File: src/rtl/devstate_pkg.sv
// devstate_pkg: shared types and the range tables of the device state unit.
// Assumes ranges inside one table do not overlap and fields fit in a word.
package devstate_pkg;

    localparam int WORD_W    = 32;
    localparam int NUM_WORDS = 2;
    localparam int WSEL_W    = (NUM_WORDS > 1) ? $clog2(NUM_WORDS) : 1;
    localparam int LSB_W     = $clog2(WORD_W);

    // Marks a range whose devices cannot be switched off.
    localparam logic [WORD_W-1:0] NO_DISABLE = '1;

    typedef struct packed {
        logic [7:0]        base_id;
        logic [7:0]        n_ids;
        logic [WSEL_W-1:0] word;
        logic [WORD_W-1:0] on_code;
        logic [WORD_W-1:0] off_code;
        logic [LSB_W-1:0]  first_bit;
        logic [6:0]        fld_w;
    } range_t;

    localparam int CTL_N  = 3;
    localparam int STAT_N = 2;

    localparam range_t [CTL_N-1:0] CTL_TAB = '{
        0: '{base_id: 8'd0,  n_ids: 8'd12, word: 1'b0, on_code: 32'd1,
             off_code: 32'd0, first_bit: 5'd0,  fld_w: 7'd2},
        1: '{base_id: 8'd12, n_ids: 8'd1,  word: 1'b0, on_code: 32'd3,
             off_code: 32'd0, first_bit: 5'd30, fld_w: 7'd2},
        2: '{base_id: 8'd13, n_ids: 8'd2,  word: 1'b1, on_code: 32'd1,
             off_code: NO_DISABLE, first_bit: 5'd0, fld_w: 7'd1}
    };

    localparam range_t [STAT_N-1:0] STAT_TAB = '{
        0: '{base_id: 8'd0,  n_ids: 8'd10, word: 1'b0, on_code: 32'd1,
             off_code: 32'd0, first_bit: 5'd0, fld_w: 7'd3},
        1: '{base_id: 8'd10, n_ids: 8'd2,  word: 1'b1, on_code: 32'd1,
             off_code: 32'd0, first_bit: 5'd0, fld_w: 7'd3}
    };

    typedef enum logic [1:0] {
        ST_OFF   = 2'b00,
        ST_ON    = 2'b01,
        ST_OTHER = 2'b10,
        ST_NONE  = 2'b11
    } dev_state_e;

endpackage

File: src/rtl/devstate_field_decode.sv
// devstate_field_decode: maps an ID onto a range table entry and yields the
// field position, mask and the codes truncated to the field width.
// Assumes non-overlapping ranges; the first matching entry wins.
module devstate_field_decode
    import devstate_pkg::*;
#(
    parameter int ID_W = 5,
    parameter int N    = 1,
    parameter range_t [N-1:0] TAB = '0
) (
    input  logic [ID_W-1:0]   id,
    output logic              hit,
    output logic [WSEL_W-1:0] wsel,
    output logic [LSB_W-1:0]  lsb,
    output logic [WORD_W-1:0] mask,
    output logic [WORD_W-1:0] on_code,
    output logic [WORD_W-1:0] off_code,
    output logic              can_off
);

    // Range search and field arithmetic.
    always_comb begin
        int unsigned idv;
        int unsigned pos;
        hit      = 1'b0;
        wsel     = '0;
        lsb      = '0;
        mask     = '0;
        on_code  = '0;
        off_code = '0;
        can_off  = 1'b0;
        pos      = 0;
        idv      = 32'(id);
        for (int i = 0; i < N; i++) begin
            if (!hit && idv >= 32'(TAB[i].base_id) &&
                idv < 32'(TAB[i].base_id) + 32'(TAB[i].n_ids)) begin
                hit      = 1'b1;
                wsel     = TAB[i].word;
                pos      = (idv - 32'(TAB[i].base_id)) * 32'(TAB[i].fld_w)
                           + 32'(TAB[i].first_bit);
                lsb      = pos[LSB_W-1:0];
                mask     = (32'(TAB[i].fld_w) >= WORD_W) ? '1
                           : ((WORD_W'(1) << TAB[i].fld_w) - WORD_W'(1));
                on_code  = TAB[i].on_code & mask;
                off_code = TAB[i].off_code & mask;
                can_off  = (TAB[i].off_code != NO_DISABLE);
            end
        end
    end

endmodule

File: src/rtl/devstate_ctl_regs.sv
// devstate_ctl_regs: the control words, each updated by a single-cycle
// read-modify-write of one field. Assumes code is already within mask.
module devstate_ctl_regs
    import devstate_pkg::*;
(
    input  logic                             clk,
    input  logic                             rst_n,
    input  logic                             we,
    input  logic [WSEL_W-1:0]                wsel,
    input  logic [LSB_W-1:0]                 lsb,
    input  logic [WORD_W-1:0]                mask,
    input  logic [WORD_W-1:0]                code,
    output logic [NUM_WORDS-1:0][WORD_W-1:0] words
);

    for (genvar g = 0; g < NUM_WORDS; g++) begin : g_word
        logic [WORD_W-1:0] q;

        // Reset the word or splice the new field into it.
        always_ff @(posedge clk) begin
            if (!rst_n)
                q <= '0;
            else if (we && 32'(wsel) == g)
                q <= (q & ~(mask << lsb)) | (code << lsb);
        end

        assign words[g] = q;
    end

endmodule

File: src/rtl/devstate_stat_class.sv
// devstate_stat_class: extracts a status field and classifies it against
// the range's on and off codes. Purely combinational.
module devstate_stat_class
    import devstate_pkg::*;
(
    input  logic [NUM_WORDS-1:0][WORD_W-1:0] words,
    input  logic                             hit,
    input  logic [WSEL_W-1:0]                wsel,
    input  logic [LSB_W-1:0]                 lsb,
    input  logic [WORD_W-1:0]                mask,
    input  logic [WORD_W-1:0]                on_code,
    input  logic [WORD_W-1:0]                off_code,
    output logic [1:0]                       state
);

    logic [WORD_W-1:0] field;

    // Pull the field out of the selected word and name its state.
    always_comb begin
        field = (words[wsel] >> lsb) & mask;
        if (!hit)                  state = ST_NONE;
        else if (field == on_code) state = ST_ON;
        else if (field == off_code) state = ST_OFF;
        else                       state = ST_OTHER;
    end

endmodule

File: src/rtl/devstate_ctl.sv
// devstate_ctl: top of the device state unit. Accepts one enable/disable
// request per cycle, answers the next cycle, and classifies status on demand.
// Assumes the requester tolerates a one-cycle response latency.
module devstate_ctl
    import devstate_pkg::*;
#(
    parameter int ID_W = 5
) (
    input  logic            clk,
    input  logic            rst_n,
    input  logic            req_valid,
    input  logic [ID_W-1:0] req_id,
    input  logic            req_op,
    output logic            rsp_valid,
    output logic            rsp_ok,
    input  logic [ID_W-1:0] qry_id,
    output logic [1:0]      qry_state,
    input  logic [31:0]     stat_word0,
    input  logic [31:0]     stat_word1,
    output logic [31:0]     ctrl_word0,
    output logic [31:0]     ctrl_word1
);

    logic              c_hit, c_can_off;
    logic [WSEL_W-1:0] c_wsel;
    logic [LSB_W-1:0]  c_lsb;
    logic [WORD_W-1:0] c_mask, c_on, c_off;

    logic              s_hit, s_can_off;
    logic [WSEL_W-1:0] s_wsel;
    logic [LSB_W-1:0]  s_lsb;
    logic [WORD_W-1:0] s_mask, s_on, s_off;

    logic                             accept;
    logic [WORD_W-1:0]                wr_code;
    logic [NUM_WORDS-1:0][WORD_W-1:0] cw;
    logic [NUM_WORDS-1:0][WORD_W-1:0] sw;

    devstate_field_decode #(.ID_W(ID_W), .N(CTL_N), .TAB(CTL_TAB)) i_ctl_dec (
        .id(req_id), .hit(c_hit), .wsel(c_wsel), .lsb(c_lsb), .mask(c_mask),
        .on_code(c_on), .off_code(c_off), .can_off(c_can_off)
    );

    devstate_field_decode #(.ID_W(ID_W), .N(STAT_N), .TAB(STAT_TAB)) i_stat_dec (
        .id(qry_id), .hit(s_hit), .wsel(s_wsel), .lsb(s_lsb), .mask(s_mask),
        .on_code(s_on), .off_code(s_off), .can_off(s_can_off)
    );

    // Acceptance: a known ID, and a disable only where the range allows it.
    always_comb begin
        accept  = req_valid && c_hit && (req_op || c_can_off);
        wr_code = req_op ? c_on : c_off;
    end

    devstate_ctl_regs i_regs (
        .clk(clk), .rst_n(rst_n), .we(accept), .wsel(c_wsel), .lsb(c_lsb),
        .mask(c_mask), .code(wr_code), .words(cw)
    );

    assign sw = {stat_word1, stat_word0};

    devstate_stat_class i_class (
        .words(sw), .hit(s_hit), .wsel(s_wsel), .lsb(s_lsb), .mask(s_mask),
        .on_code(s_on), .off_code(s_off), .state(qry_state)
    );

    // Response register: one answer per request, one cycle later.
    always_ff @(posedge clk) begin
        if (!rst_n) begin
            rsp_valid <= 1'b0;
            rsp_ok    <= 1'b0;
        end else begin
            rsp_valid <= req_valid;
            rsp_ok    <= accept;
        end
    end

    assign ctrl_word0 = cw[0];
    assign ctrl_word1 = cw[1];

endmodule

File: config.mk
export PLATFORM = sky130hd
export DESIGN_NAME = devstate_ctl
export DESIGN_NICKNAME = d
export VERILOG_FILES = /design/src/rtl/devstate_pkg.sv /design/src/rtl/devstate_field_decode.sv /design/src/rtl/devstate_ctl_regs.sv /design/src/rtl/devstate_stat_class.sv /design/src/rtl/devstate_ctl.sv
export SDC_FILE = /design/constraint.sdc
export NUM_CORES = 1
export LEC_CHECK = 0
export CORE_MARGIN = 5
export CORE_UTILIZATION = 25
export CTS_BUF_LIST = sky130_fd_sc_hd__clkbuf_2 sky130_fd_sc_hd__clkbuf_4 sky130_fd_sc_hd__clkbuf_8
export CTS_CLUSTER_DIAMETER = 40
export DETAILED_ROUTE_END_ITERATION = 10
export HOLD_SLACK_MARGIN = 0.05
export PLACE_DENSITY_LB_ADDON = 0.2
export SETUP_SLACK_MARGIN = 0.15
export SYNTH_ARGS = -nofsm -noshare
export SYNTH_HDL_FRONTEND = slang
export SYNTH_SLANG_ARGS = --single-unit
export TNS_END_PERCENT = 50
File: constraint.sdc
create_clock -name clk -period 7.35 [get_ports clk]
set_clock_uncertainty 0.1 [all_clocks]
set_input_delay 1.47 -clock clk [delete_from_list [all_inputs] [get_ports clk]]
set_output_delay 1.47 -clock clk [all_outputs]
set_load 0.05 [all_outputs]
# Word level (Yosys, flattened, before mapping)
# Index checks and enable logic that the tools add are counted.
dict set report word_totals {
  reg_bits 66
  in_bits 78
  output_inout_bits 68
  elab_cells 76
}
dict set report op_classes {
  n_addsub 4
  n_mul 2
  order_cmp 9
  eq_ne 1
  shifts 3
  muxes 31
  bitwise_logic 7
  reduce_logical 15
}
# operator count
set ops {}
lappend ops {{2-to-1 mux 32 bit} 3}
lappend ops {{AND 32 bit} 2}
lappend ops {{OR 32 bit} 2}
lappend ops {{AND 32 x 3 -> 32 bit} 1}
lappend ops {{== test 32 x 1 -> 1 bit} 1}
lappend ops {{zero test 32 bit} 1}
lappend ops {{multiplier 32 x 2 -> 5 bit, second input constant} 1}
lappend ops {{inverter 32 bit} 1}
lappend ops {{left shift 2 x 5 -> 32 bit} 1}
lappend ops {{left shift 32 x 5 -> 32 bit} 1}
lappend ops {{right shift 32 x 5 -> 32 bit} 1}
lappend ops {{less-than comparator 5 x 4 -> 1 bit, second input constant} 5}
lappend ops {{2-to-1 mux 5 bit} 5}
lappend ops {{>= comparator 5 x 4 -> 1 bit, second input constant} 3}
lappend ops {{2-to-1 mux 1 bit} 15}
lappend ops {{2-to-1 mux 2 bit} 6}
lappend ops {{logical AND 1 bit} 10}
lappend ops {{2-to-1 mux 3 bit} 2}
lappend ops {{subtractor 5 x 4 -> 6 bit, second input constant} 1}
lappend ops {{adder 5 bit, second input constant} 1}
lappend ops {{multiplier 5 x 2 -> 5 bit, second input constant} 1}
lappend ops {{subtractor 5 x 4 -> 5 bit, second input constant} 1}
lappend ops {{subtractor 4 bit, second input constant} 1}
lappend ops {{zero test 1 bit} 3}
lappend ops {{3 further kinds} 3}

# Longest topological paths before layout
# Gate-level depths: netlist of the first run.
dict set report depth {
  depth_word 14
  mapped_depth 15
  mapped_depth_nobuf 13
}

# Cells and area by module
# From an unflattened synthesis of the first run, not the netlist that was laid out.
dict set report hier_totals {
  cells_unflattened 1610
  hier_area_um2 13614.3
}
# module n_inst cells_each area_per_inst_um2 seq_area_each_um2
set modules_own_cells {}
lappend modules_own_cells {devstate_ctl_regs 1 714 6197.2 1281.2}
lappend modules_own_cells {devstate_stat_class 1 582 4639.4 0.0}
lappend modules_own_cells {{devstate_field_decode at i_stat_dec} 1 136 1116.1 0.0}
lappend modules_own_cells {{devstate_field_decode at i_ctl_dec} 1 137 1057.3 0.0}
lappend modules_own_cells {devstate_ctl 1 41 604.3 40.0}

# Least setup slack after synthesis of the first run
# OpenSTA, ideal clock, no wires.
dict set report synth_path {
  path_type {input to output}
  start {input port qry_id[2]}
  end {output port qry_state[0]}
  arrival_ps 4831
  t_required_ps 5780
  slack_ps 949
  stages 13
  path_buffers 0
  path_cell_list {inv_1 > ha_1 > xnor2_1 > ha_1 > a21oi_1 > o21ai_0 > xor2_1 > nand2_1 > mux2_2 > o21ai_0 > nand4b_1 > nand4_1 > o31ai_1}
}
dict set report synth_via {
  elab_chain_cells 13
  word_cells_on_any_way 25
  classes_between {add/sub: 1; mul: 2; order compare: 3; eq/ne: 1; shift: 1; mux: 13; bitwise: 1; reduce/logical: 3}
}
# item line
set synth_rtl {}
lappend synth_rtl {{from (decl)} devstate_ctl.sv:16} ;# input logic [ID_W-1:0] qry_id,
lappend synth_rtl {{parallel branches: the longest is 12 deep, another holds multiplier 32 x 2 -> 5 bit} n/a}
lappend synth_rtl {{2-to-1 mux 2 bit *} devstate_stat_class.sv:21} ;# if (!hit) state = ST_NONE;
lappend synth_rtl {{to (decl)} devstate_ctl.sv:17} ;# output logic [1:0] qry_state,
# Every way passes the cells marked *. The select of a mux whose other input is x is not followed.

# Worst setup path after layout of the first run
dict set report layout_path {
  start {input port qry_id[1]}
  end {output port qry_state[0]}
}
# The elaborated chain is that of the path after synthesis.

==> metrics.md, run 1 <==
| Metric | Value |
|---|---|
| Status | complete, no violations |
| Area grow syn2layout | 43.9% |
| Post-Syn Area | 4410 um^2 |
| XOR/XNOR Fraction of Synth Area | 1.79% |
| Buffers and inverters on the worst path | 3 |
| Register area | 1320 um^2 |
| Core Area | 17300 um^2 |
| Compound-cell area share of the yosys netlist | 33.0% |
| Lkg Pwr | 2.30 nW |
| # setup viols final | 0 |
| Num CTS Buffers | 9 |
| Initial DRT Pass Iterations | 5 |
| GP Congestion | approximately 1.0 |
| Fin crit share | 93.4% |
| Most common cell after layout, fill and taps aside | clkdlybuf4s50_1 |
| Max-slew violations | 0 |
| Die extent in x | 143 um |
| Final wirelength | about 16 mm |
| Max_slew headroom | 27.5% |
| Post-DP Area | 6120 um^2 |
| Sink Count | between 60 and 70 |
| RSZ-0062 raised after global routing | false |
| # DRC | 0 |
| Sequential group share of total power | 36.4% |
| Placed cells | around 940 |
| Switching Share | between 30 and 40% |
| Cell Int Power | 0.683 mW |
| Setup crit start kind | input port |
| DR vias | 4873 |
| Critical path fanouts, max | 9 |
| Biggest cell delay along the critical path | 0.68 ns |
| Critical path capture point type | output pin |
| DP HPWL | 12.5 mm |
| F_max | 146 MHz |
| Number of library cell types mapped by synthesis | 60 |
| Clk_lat worst skew | around 0.35 ns |
| Final Util | 36.7% |
| Post-cts repair resize count | 0 |
| Design area | 6350 um^2 |
| Site row count | 48 |
| Port Buf Inserts | around 150 |
| Clock share of power | approximately a third |
| Setup TNS | 0 ns |
| Worst-path clk slew | around 0.07 ns |
| Mapped Cells | 585 |
| Post-CTS setup buffers | 0 |
| NetSw | ~0.31 mW |
| Simple-gate share of the synthesized area | 24.2% |
| Die Y | about 140 um |
| CP delay by family, top | compound AO/OA/AOI/OAI gates |
| Final Hold Violating Endpoints | 0 |
| Data arrival, critical path | between 5 and 6 ns |
| Sequential area share after synthesis | 29.9% |
| Yosys Warn Count | 0 |
| Final Worst Setup Slack | 0.485 ns |
| Cell Chain, Critical Path | clkdlybuf4s50_1 > ha_1 > inv_1 > fa_1 > a2111oi_0 > a21oi_1 > nor2_1 > a31o_2 > a31oi_1 > o211ai_1 > nand4_1 > o31ai_1 > buf_12 |
| Worst R2R Setup Slack | 6.54 ns |
| Number of synthesized flops with an enable pin | 0 |
| Die area | 20400 um^2 |
| Max cap viols | 0 |
| Layout fillers | 1780 |
| Worst vdd ir | 0.179 mV |
| Post-Syn Area per Cell | 7.54 um^2 |
| Via count of the first global-routing pass | 4608 |
| Fin Hold WS | 0.365 ns |
| Max Buffers Root-to-Sink | 2 |
| Design Power | 0.988 mW |
| GRT Total Usage | 15.3% |
| PD cells | 156 nW/um^2 |
| Crit Path Class | input port to output pin |
| Hold Crit Class | register to register |
| Multi-input gate area | 2930 um^2 |
| Antenna violations before repair | 0 |
| Layout cells sized above 1 | 7.02% |
| Wire per inst | 17.2 um |
| Number of diodes | 0 |
| CTS tree | yes |
| Global route total overflow | 0 |
| First-pass GRT wire length | between 20 and 30 mm |
| Main combinational cell family by area after synthesis | compound AO/OA/AOI/OAI gates |
| Logic pwr share | 28.8% |
| Root Driver | clkbuf_8 |
| Main synth FF type | dfxtp_1 |
| Worst path required time | roughly 5.8 ns |
| Cell Count, Final, Fillers Out | 952 |
| Async SR Flop Fraction | 0% |
| Initial DRC Count | roughly 300 |
| Syn nets | 678 |
| I/O pin count | between 100 and 150 |
| Pin count of the biggest net entering global routing | 67 |
| Vias per std cell | between 5 and 6 |
| Post-synthesis register bit count | 66 |
| Least-Margin Pin Slew | 1.08 ns |
| Mux contribution to synthesized area | 2.52% |
| Most frequent cells in the layout | clkdlybuf4s50_1, nand2_1, a21oi_1 |
| Setup WS pre-CTS | 0.594 ns |
| Number of nets in the layout | 815 |
| Minimum clock period | 6.86 ns |
| Routed Antenna Nets | 0 |
| Slowest cell on crit path | clkdlybuf4s50_1 |
| Adder-Cell Fraction of Synth Area | 4.42% |
| CTS Hold Bufs | 0 |
| Initial Util | 25.5% |
| H-tree levels | 3 |
-- power by group through the flow --
stage	clock (mW)	sequential, mW	combinational (mW)
2_1_floorplan	0	0.373	0.164
3_3_place_gp	0	0.368	0.282
3_5_place_dp	0	0.368	0.282
4_1_cts	0.351	0.359	0.283
5_1_grt	0.364	0.359	0.309
6_report	0.344	0.359	0.285
-- sequential cells by signal (all words and copies together), names as in the netlist --
signal and count:
rsp_ok 1, i_regs.g_word.q 64, rsp_valid 1
-- Yosys cell counts, drive strengths merged, types with 8 or more instances --
library cell / instances / share of area, %
ha: 14 / 4.0
a21oi: 82 / 9.3
a211oi: 8 / 1.6
nand2: 97 / 8.3
nand3: 22 / 2.5
dfxtp: 66 / 30
a22oi: 27 / 4.6
buf: 10 / 1.2
o21a: 11 / 1.9
nor2: 28 / 2.7
mux2i: 10 / 2.3
clkbuf: 22 / 1.9
a21boi: 25 / 4.3
inv: 12 / 1.0
nor2b: 37 / 5.2
o21ai: 32 / 3.6
-- layer usage --
metal | vias to the layer above | global-route usage, % | part of all wire (%)
met5 | - | 0 | 0
met2 | 172 | 25.0 | 46
met1 | 2303 | 19.7 | 44
met4 | 0 | 2.90 | 0.94
li1 | 2383 | - | -
met3 | 15 | 5.59 | 9.2
-- worst paths after layout --
check | startpoint | end | cells after the start
worst min register to register | i_regs.g_word[1].q[29] | i_regs.g_word[1].q[29] | 1
worst max-delay path | qry_id[1] | qry_state[0] | 13
worst min-delay path | i_regs.g_word[1].q[29] | i_regs.g_word[1].q[29] | 1
worst max register to register | i_regs.g_word[0].q[16] | i_regs.g_word[0].q[16] | 2
-- layout make-up --
class	count	area share, %
Sequential cell	66	20.8
Inverter	12	0.710
Clock inverter	5	1.22
Timing Repair Buffer	158	24.4
Multi-Input combinational cell	475	46.1
Tap cell	225	4.44
Clock buffer	11	2.29
-- cell families (layout without fill, tap and decap cells) --
kind of cell / count (synthesis) / in the layout
simple gates: 216 / 216
compound gates: 224 / 224
fa+ha+maj: 15 / 15
xor+xnor: 9 / 9
mux: 11 / 11
flops: 66 / 66
buf+inv: 44 / 186
Note: power is estimated with default switching activity, not from simulation.
==> run 2, diff against run 1 <==
--- a/config.mk
+++ b/config.mk
@@ -9,6 +9,7 @@
 export CORE_UTILIZATION = 25
 export CTS_BUF_LIST = sky130_fd_sc_hd__clkbuf_2 sky130_fd_sc_hd__clkbuf_4 sky130_fd_sc_hd__clkbuf_8
 export CTS_CLUSTER_DIAMETER = 40
+export CTS_CLUSTER_SIZE = 20
 export DETAILED_ROUTE_END_ITERATION = 10
 export HOLD_SLACK_MARGIN = 0.05
 export PLACE_DENSITY_LB_ADDON = 0.2
==> results of run 2 <==
Final layout, timing and power as in run 1 (identical DEF).
